--- src/rtl/boot_mode_pkg.sv ---
package boot_mode_pkg;

  // Default configuration: divide-by-256 serial clock, 256 mode bits.
  localparam int unsigned DEF_DIV_LOG2 = 8;
  localparam int unsigned DEF_NUM_BITS = 256;

  // Width of a counter able to index n positions (at least one bit).
  function automatic int unsigned index_width(input int unsigned n);
    return (n > 1) ? $clog2(n) : 1;
  endfunction

endpackage

--- src/rtl/boot_clk_divider.sv ---
// Free-running prescaler for the serial clock. The serial clock is the
// counter MSB, so it comes straight from a flop and cannot glitch. The
// strobe marks the master edge at which the serial clock rises.
module boot_clk_divider #(
  parameter int unsigned DIV_LOG2 = 8
) (
  input  logic clk,
  input  logic rst_n,
  input  logic run,
  output logic ser_clk,
  output logic rise_strobe
);

  localparam int unsigned HALF = 1 << (DIV_LOG2 - 1);
  localparam logic [DIV_LOG2-1:0] RISE_AT = DIV_LOG2'(HALF - 1);

  logic [DIV_LOG2-1:0] div_q;
  logic [DIV_LOG2-1:0] div_d;

  // next state
  always_comb begin
    if (run) begin
      div_d = div_q + 1'b1;
    end else begin
      div_d = '0;
    end
  end

  // register
  always_ff @(posedge clk or negedge rst_n) begin
    if (!rst_n) begin
      div_q <= '0;
    end else begin
      div_q <= div_d;
    end
  end

  assign ser_clk     = div_q[DIV_LOG2-1];
  assign rise_strobe = run && (div_q == RISE_AT);

endmodule

--- src/rtl/boot_bit_counter.sv ---
// Tracks how many mode bits have been taken and raises done with the last
// one. Once done, the capture enable is held off for good.
module boot_bit_counter #(
  parameter int unsigned NUM_BITS = 256
) (
  input  logic clk,
  input  logic rst_n,
  input  logic run,
  input  logic rise_strobe,
  output logic capture_en,
  output logic done
);

  import boot_mode_pkg::*;

  localparam int unsigned CNT_W = index_width(NUM_BITS);
  localparam logic [CNT_W-1:0] LAST_IDX = CNT_W'(NUM_BITS - 1);

  logic [CNT_W-1:0] cnt_q;
  logic [CNT_W-1:0] cnt_d;
  logic             done_q;
  logic             done_d;

  assign capture_en = rise_strobe && !done_q;

  // next state
  always_comb begin
    cnt_d  = cnt_q;
    done_d = done_q;
    if (!run) begin
      cnt_d  = '0;
      done_d = 1'b0;
    end else if (capture_en) begin
      if (cnt_q == LAST_IDX) begin
        done_d = 1'b1;
      end else begin
        cnt_d = cnt_q + 1'b1;
      end
    end
  end

  // register
  always_ff @(posedge clk or negedge rst_n) begin
    if (!rst_n) begin
      cnt_q  <= '0;
      done_q <= 1'b0;
    end else begin
      cnt_q  <= cnt_d;
      done_q <= done_d;
    end
  end

  assign done = done_q;

endmodule

--- src/rtl/boot_shift_capture.sv ---
// Right-shifting capture register: each new bit enters at the top, so after
// NUM_BITS shifts the first bit received sits at index 0.
module boot_shift_capture #(
  parameter int unsigned NUM_BITS = 256
) (
  input  logic                clk,
  input  logic                rst_n,
  input  logic                capture_en,
  input  logic                din,
  output logic [NUM_BITS-1:0] vec
);

  logic [NUM_BITS-1:0] vec_q;
  logic [NUM_BITS-1:0] vec_d;

  // next state
  always_comb begin
    if (capture_en) begin
      vec_d = {din, vec_q[NUM_BITS-1:1]};
    end else begin
      vec_d = vec_q;
    end
  end

  // register
  always_ff @(posedge clk or negedge rst_n) begin
    if (!rst_n) begin
      vec_q <= '0;
    end else begin
      vec_q <= vec_d;
    end
  end

  assign vec = vec_q;

endmodule

--- src/rtl/boot_mode_loader.sv ---
// Power-up serial mode loader: top level.
module boot_mode_loader
  import boot_mode_pkg::*;
#(
  parameter int unsigned DIV_LOG2 = DEF_DIV_LOG2,
  parameter int unsigned NUM_BITS = DEF_NUM_BITS
) (
  input  logic                clk,
  input  logic                rst_n,
  input  logic                pwr_good,
  input  logic                ser_din,
  output logic                ser_clk,
  output logic [NUM_BITS-1:0] mode_vec,
  output logic                load_done
);

  // Reset: asserted asynchronously, released on a clock edge.
  logic [1:0] rst_sync_q;
  logic       rst_int_n;

  always_ff @(posedge clk or negedge rst_n) begin
    if (!rst_n) begin
      rst_sync_q <= 2'b00;
    end else begin
      rst_sync_q <= {rst_sync_q[0], 1'b1};
    end
  end

  assign rst_int_n = rst_sync_q[1];

  logic rise_strobe;
  logic capture_en;

  boot_clk_divider #(
    .DIV_LOG2(DIV_LOG2)
  ) u_div (
    .clk        (clk),
    .rst_n      (rst_int_n),
    .run        (pwr_good),
    .ser_clk    (ser_clk),
    .rise_strobe(rise_strobe)
  );

  boot_bit_counter #(
    .NUM_BITS(NUM_BITS)
  ) u_cnt (
    .clk        (clk),
    .rst_n      (rst_int_n),
    .run        (pwr_good),
    .rise_strobe(rise_strobe),
    .capture_en (capture_en),
    .done       (load_done)
  );

  boot_shift_capture #(
    .NUM_BITS(NUM_BITS)
  ) u_shift (
    .clk       (clk),
    .rst_n     (rst_int_n),
    .capture_en(capture_en),
    .din       (ser_din),
    .vec       (mode_vec)
  );

endmodule

--- config.mk ---
export PLATFORM = sky130hd
export DESIGN_NAME = boot_mode_loader
export DESIGN_NICKNAME = d
export VERILOG_FILES = /design/src/rtl/boot_mode_pkg.sv /design/src/rtl/boot_clk_divider.sv /design/src/rtl/boot_bit_counter.sv /design/src/rtl/boot_shift_capture.sv /design/src/rtl/boot_mode_loader.sv
export SDC_FILE = /design/constraint.sdc
export NUM_CORES = 1
export LEC_CHECK = 0
export ABC_CLOCK_PERIOD_IN_PS = 8700
export CORE_MARGIN = 5
export CORE_UTILIZATION = 57
export CTS_CLUSTER_SIZE = 10
export DETAILED_ROUTE_END_ITERATION = 8
export DONT_BUFFER_PORTS = 1
export GPL_TIMING_DRIVEN = 1
export HOLD_SLACK_MARGIN = 0.03
export PLACE_DENSITY = 0.87
export SLEW_MARGIN = 20
export SYNTH_ARGS = -nofsm -noshare
export SYNTH_HDL_FRONTEND = slang
export SYNTH_SLANG_ARGS = --single-unit
--- constraint.sdc ---
create_clock -name clk -period 8.7 [get_ports clk]
set_input_delay 1.305 -clock clk [delete_from_list [all_inputs] [get_ports clk]]
set_output_delay 1.305 -clock clk [all_outputs]
set_load 0.05 [all_outputs]
Word level (Yosys, flattened, before mapping)

Cells that the tools add are included.

Word-level logic and storage cells: 24
Input bits: 4
Output and inout bits: 258
Register bits: 275

Reductions and logical operators: 5
Eq/ne operators: 5
Mux-type cells: 7
Add/sub/neg operators: 2

Operators by type and width:

| kind                                                | count |
|---|---|
| 2-to-1 mux 8 bit                                    | 4 |
| adder 8 x 1 -> 8 bit, second input constant         | 2 |
| equality test 8 x 7 -> 1 bit, second input constant | 1 |
| equality test 8 bit, second input constant          | 1 |
| != test 2 x 1 -> 1 bit, second input constant       | 2 |
| AND reduction 2 bit                                 | 2 |
| 2-to-1 mux 1 bit                                    | 3 |
| logical AND 1 bit                                   | 2 |
| != test 2 bit, second input constant                | 1 |
| logical NOT 1 bit                                   | 1 |

Logic depth before layout (Yosys ltp)

Depth after elaboration: 5
Gate-level depth with buffers: 7
Depth with buffers taken out: 5

Cells and area by module

Synthesis repeated with hierarchy kept, for this count alone.

Cells, all modules: 620
Area, all modules: 10505.1 um^2

Modules (own cells, without submodules):

| module             | seq. area each (um^2) | times used | cells an instance | area an instance (um^2) |
|---|---|---|---|---|
| boot_shift_capture | 6406.1                | 1          | 540               | 9594.2 |
| boot_bit_counter   | 225.2                 | 1          | 44                | 489.2 |
| boot_clk_divider   | 200.2                 | 1          | 33                | 367.9 |
| boot_mode_loader   | 50.0                  | 1          | 3                 | 53.8 |

Worst setup path after synthesis

Ideal clock, no wire load.

Path type: input port to flip-flop
Start point: input port pwr_good
End point: register u_shift.vec_q[0], in the netlist u_shift.vec[0]
Cell stages on the path: 4
Library setup time: 125 ps
Data required time: 8575 ps
Buffers on the path: 2
Arrival: 2020 ps
Setup slack: 6555 ps
Cells stage by stage: nand2_2 -> buf_6 -> buf_6 -> mux2_4

Longest elaborated chain between the ends: 2

Ends and longest elaborated chain:

| element              | RTL line                 | text |
|---|---|---|
| start, declared      | boot_mode_loader.sv:10   | `input logic pwr_good,` |
| logical AND 1 bit    | boot_clk_divider.sv:39   | `assign rise_strobe = run && (div_q == RISE_AT);` |
| logical AND 1 bit    | boot_bit_counter.sv:24   | `assign capture_en = rise_strobe && !done_q;` |
| end signal, assigned | boot_shift_capture.sv:30 | `vec_q <= vec_d;` |
| end, declared        | boot_shift_capture.sv:13 | `logic [NUM_BITS-1:0] vec_q;` |

No other way between the ends.
A chain may end at the register's enable or synchronous reset.

Worst setup path in the final report

Start point: register u_div.div_q[7]
End point: register u_shift.vec_q[243], in the netlist u_shift.vec[243]

Longest elaborated chain between the ends: 3

Ends and longest elaborated chain:

| element                      | RTL line               | text |
|---|---|---|
| start, declared              | boot_clk_divider.sv:17 | `logic [DIV_LOG2-1:0] div_q;` |
| start signal, assigned       | boot_clk_divider.sv:34 | `div_q <= div_d;` |
| equality test 8 x 7 -> 1 bit | boot_clk_divider.sv:39 |  |
| logical AND 1 bit            | boot_clk_divider.sv:39 |  |
| logical AND 1 bit            | boot_bit_counter.sv:24 |  |

No other way between the ends.

==> impl_metrics.yaml <==
outcome:
  status: "finished, final reports clean"
flow_run:
  max_cap_violations: 0
floorplanning:
  core_area_mm2: 0.0195
  start_util_pct: 58.0
  rows: 51
  die_w_um: 151
  io-pin-count: 262
  die_area_mm2: 0.0227
  die_h_um: 151
place:
  routabilityCongestion: 0.807
  post-dp-hpwl_um: 14300
  portBuffers: 0
  dpl.cell_count: 869
sta:
  min_period_over_period_pct: 38.9
  rsz0062_at_grt: "no"
  final-setup-viol-count: 0
  fin_tns_setup_ns: 0
  min_period_ns: 3.39
  final.setup_skew_ns: 0.0189
  max_freq_mhz: 295
  slew_viol_final: 0
  relSlewSlack_pct: 29.3
  hold_viol_final: 0
  tightest_slew_ns: 1.06
power_and_ir_drop:
  seqPwrFrac_pct: 53.8
  p_clk_share_pct: 45.1
  power.density_mw_per_mm2: 196
  cell_internal_pwr_w: 0.00192
  swShare_pct: 19.8
  switchingPower_w: 0.000473
  leakage_nw: 6.67
  peakVddDrop_uv: 143
  combPwrFrac_pct: 1.1
detailed_routing:
  dr.pass1.iters: 6
  wl_met2_um: 11100
  wl_met1_um: 8160
  antenna_left: 0
  drc: 0
  top_layer: "met4"
  drt-wirelength-per-cell_um: 24.1
  drt_iter0_drc: 216
  wl_um: 21800
  vias: 5259
  routed-wl-met3_um: 2270
  via_per_inst: 5.80
clock_network:
  clock_latency_ns: 0.53
  htree_levels: 1
  path_clk_slew_ns: 0.06
  cts_hold_buf: 0
  cts.path.max_buffers: 3
  clock_sink_count: 275
  cts_buffers: 31
  cts-root-buf: "clkbuf_16"
  cts_tree: "yes"
  cts_setup_buffers: 0
  cts_resized: 0
final_layout:
  finalNetCount: 645
  seqCellArea_mm2: 0.00689
  multiInputGateArea_mm2: 0.00408
  nFillCells: 1326
  drive_gt1_share_pct: 40.7
  area.growth.synth_to_final_pct: 8.13
  insertedDiodeCount: 0
  layout_commonest_cell: "dfrtp_1"
  final_cells: 906
  final_cell_mix: "dfrtp_1, mux2_4, mux2_1"
setup_path:
  path_class: "register to register"
  crit_path_max_fanout: 100
  cp-end-kind: "register"
  cp_slowest_cell: "buf_4"
  max_stage_delay_ns: 0.88
  path_delay_family: "simple AND/OR/NAND/NOR gates"
  cp.buffers_inverters: 1
  worstReg2RegStart: "u_div.div_q[7]"
  r2r_end: "u_shift.vec[243]"
  crit_path_cell_trace: "nor2b_1, and4b_1, nand2_8, buf_4, mux2_2"
  reg2reg_depth: 5
  cp_num_cells: 5
  startpoint: "u_div.div_q[7]"
  worst-endpoint-arrival_ns: 3.79
  setup.worst_path.end: "u_shift.vec[243]"
  r2r_slack_ns: 5.31
  cp.required_ns: 9.10
  startpoint_type: "register"
global_route:
  grt_max_degree: 193
  antenna_found_initial: 0
  grt_pass1_wl_um: 33600
  grt_pass1_vias: 5667
  grt_use_total_pct: 18.3
  gr-total-overflow: 0
logic_synthesis:
  synthCells: 630
  async_reset_ff_share_pct: 100
  ys_types: 39
  yosysSeqAreaShare_pct: 61.0
  synth_compound_gate_area_share_pct: 0.899
  synth_ff_type: "dfrtp_1"
  yosys.area_share.simple_pct: 2.25
  synth_xor_area_share_pct: 0.388
  synth-edff-count: 0
  synth_fp_nets: 636
  ys_seq_elements: 275
  synth_fa_ha_area_share_pct: 0.222
  synth_warnings: 0
  avgSynthCellArea_um2: 17.9
  yosys-mux-area-fraction_pct: 32.2
  synthesis.area_mm2: 0.0113
  synth_top_family_by_area: "multiplexers"
worst_hold_path:
  min_path_type: "register to async pin"
## Yosys cell counts (3+ instances only)
| cell | n | area [µm²] |
|---|---|---|
| mux2_4 | 200 | 3000 |
| xor2_1 | 3 | 26.3 |
| buf_6 | 28 | 315 |
| a21oi_1 | 6 | 30.0 |
| nand4_1 | 5 | 31.3 |
| nor3_1 | 3 | 15.0 |
| mux2_1 | 40 | 450 |
| and4_1 | 3 | 26.3 |
| nand2_1 | 5 | 18.8 |
| nand3_1 | 5 | 25.0 |
| dfrtp_1 | 275 | 6880 |
| o21ai_0 | 3 | 15.0 |
| mux2_2 | 16 | 180 |
| nor2_1 | 8 | 30.0 |
## worst min path at each step
stage | to | cells past startpoint | slack (ns) | start
2_1_floorplan | rst_sync_q[1] | 0 | 0.33 | rst_sync_q[0]
3_3_place_gp | rst_sync_q[1] | 0 | 0.34 | rst_sync_q[0]
3_5_place_dp | rst_sync_q[1] | 0 | 0.36 | rst_sync_q[0]
4_1_cts | rst_sync_q[1] | 0 | 0.37 | rst_sync_q[0]
5_1_grt | u_shift.vec[124] | 0 | 0.36 | rst_sync_q[1]
6_report | u_shift.vec[129] | 0 | 0.32 | rst_sync_q[1]
## registers in the layout (all words and copies together) (netlist names)
name,count
u_shift.vec,256
u_cnt.cnt_q,8
u_div.div_q,8
rst_sync_q,2
u_cnt.done,1
## worst reg2reg max path, delay by kind of cell, from the launching register on
kind	cells	cell delay (ns)
buf+inv	1	0.90
flops	1	0.73
mux	1	0.46
simple gates	3	1.16
## power by group through the flow
stage / clock [W] / combinational (W) / sequential (W)
2_1_floorplan: 0 / 0.00000294 / 0.00132
3_3_place_gp: 0 / 0.0000203 / 0.00131
3_5_place_dp: 0 / 0.0000216 / 0.00131
4_1_cts: 0.00110 / 0.0000216 / 0.00129
5_1_grt: 0.00115 / 0.0000323 / 0.00129
6_report: 0.00108 / 0.0000265 / 0.00129
## through the flow
stage / hold WS, ns / utilization (%) / setup WS (ns) / cell area (µm²) / power, W
6_report: 0.316 / 62.7 / 5.31 / 12200 / 0.00239
3_5_place_dp: 0.361 / 58.3 / 5.29 / 11300 / 0.00133
3_3_place_gp: 0.338 / 58.3 / 5.37 / 11300 / 0.00133
2_1_floorplan: 0.331 / - / 0.469 / 11300 / 0.00133
5_1_grt: 0.361 / 62.7 / 5.18 / 12200 / 0.00247
4_1_cts: 0.371 / 62.4 / 5.30 / 12100 / 0.00242
## cell type report
class,instances,area share (%)
Sequential cell,275,56.5
Multi-Input combinational cell,323,33.4
Clock buffer,33,6.50
Tap cell,265,2.72
Timing Repair Buffer,6,0.739
Clock inverter,2,0.113
Inverter,2,0.0616
## kinds of logic after synthesis
| family | after synthesis |
|---|---|
| buf+inv | 32 |
| compound gates | 16 |
| xor+xnor | 5 |
| fa+ha+maj | 2 |
| mux | 256 |
| simple gates | 43 |
| other cells | 1 |
| flops | 275 |
## per-layer routing
metal  up-vias  global-route usage, %
li1       2238                      -
met1      2769                   22.5
met2       222                   31.2
met3        30                   6.35
met4         0                   4.35
met5         -                      0
Power figures use the tool's default switching activity.
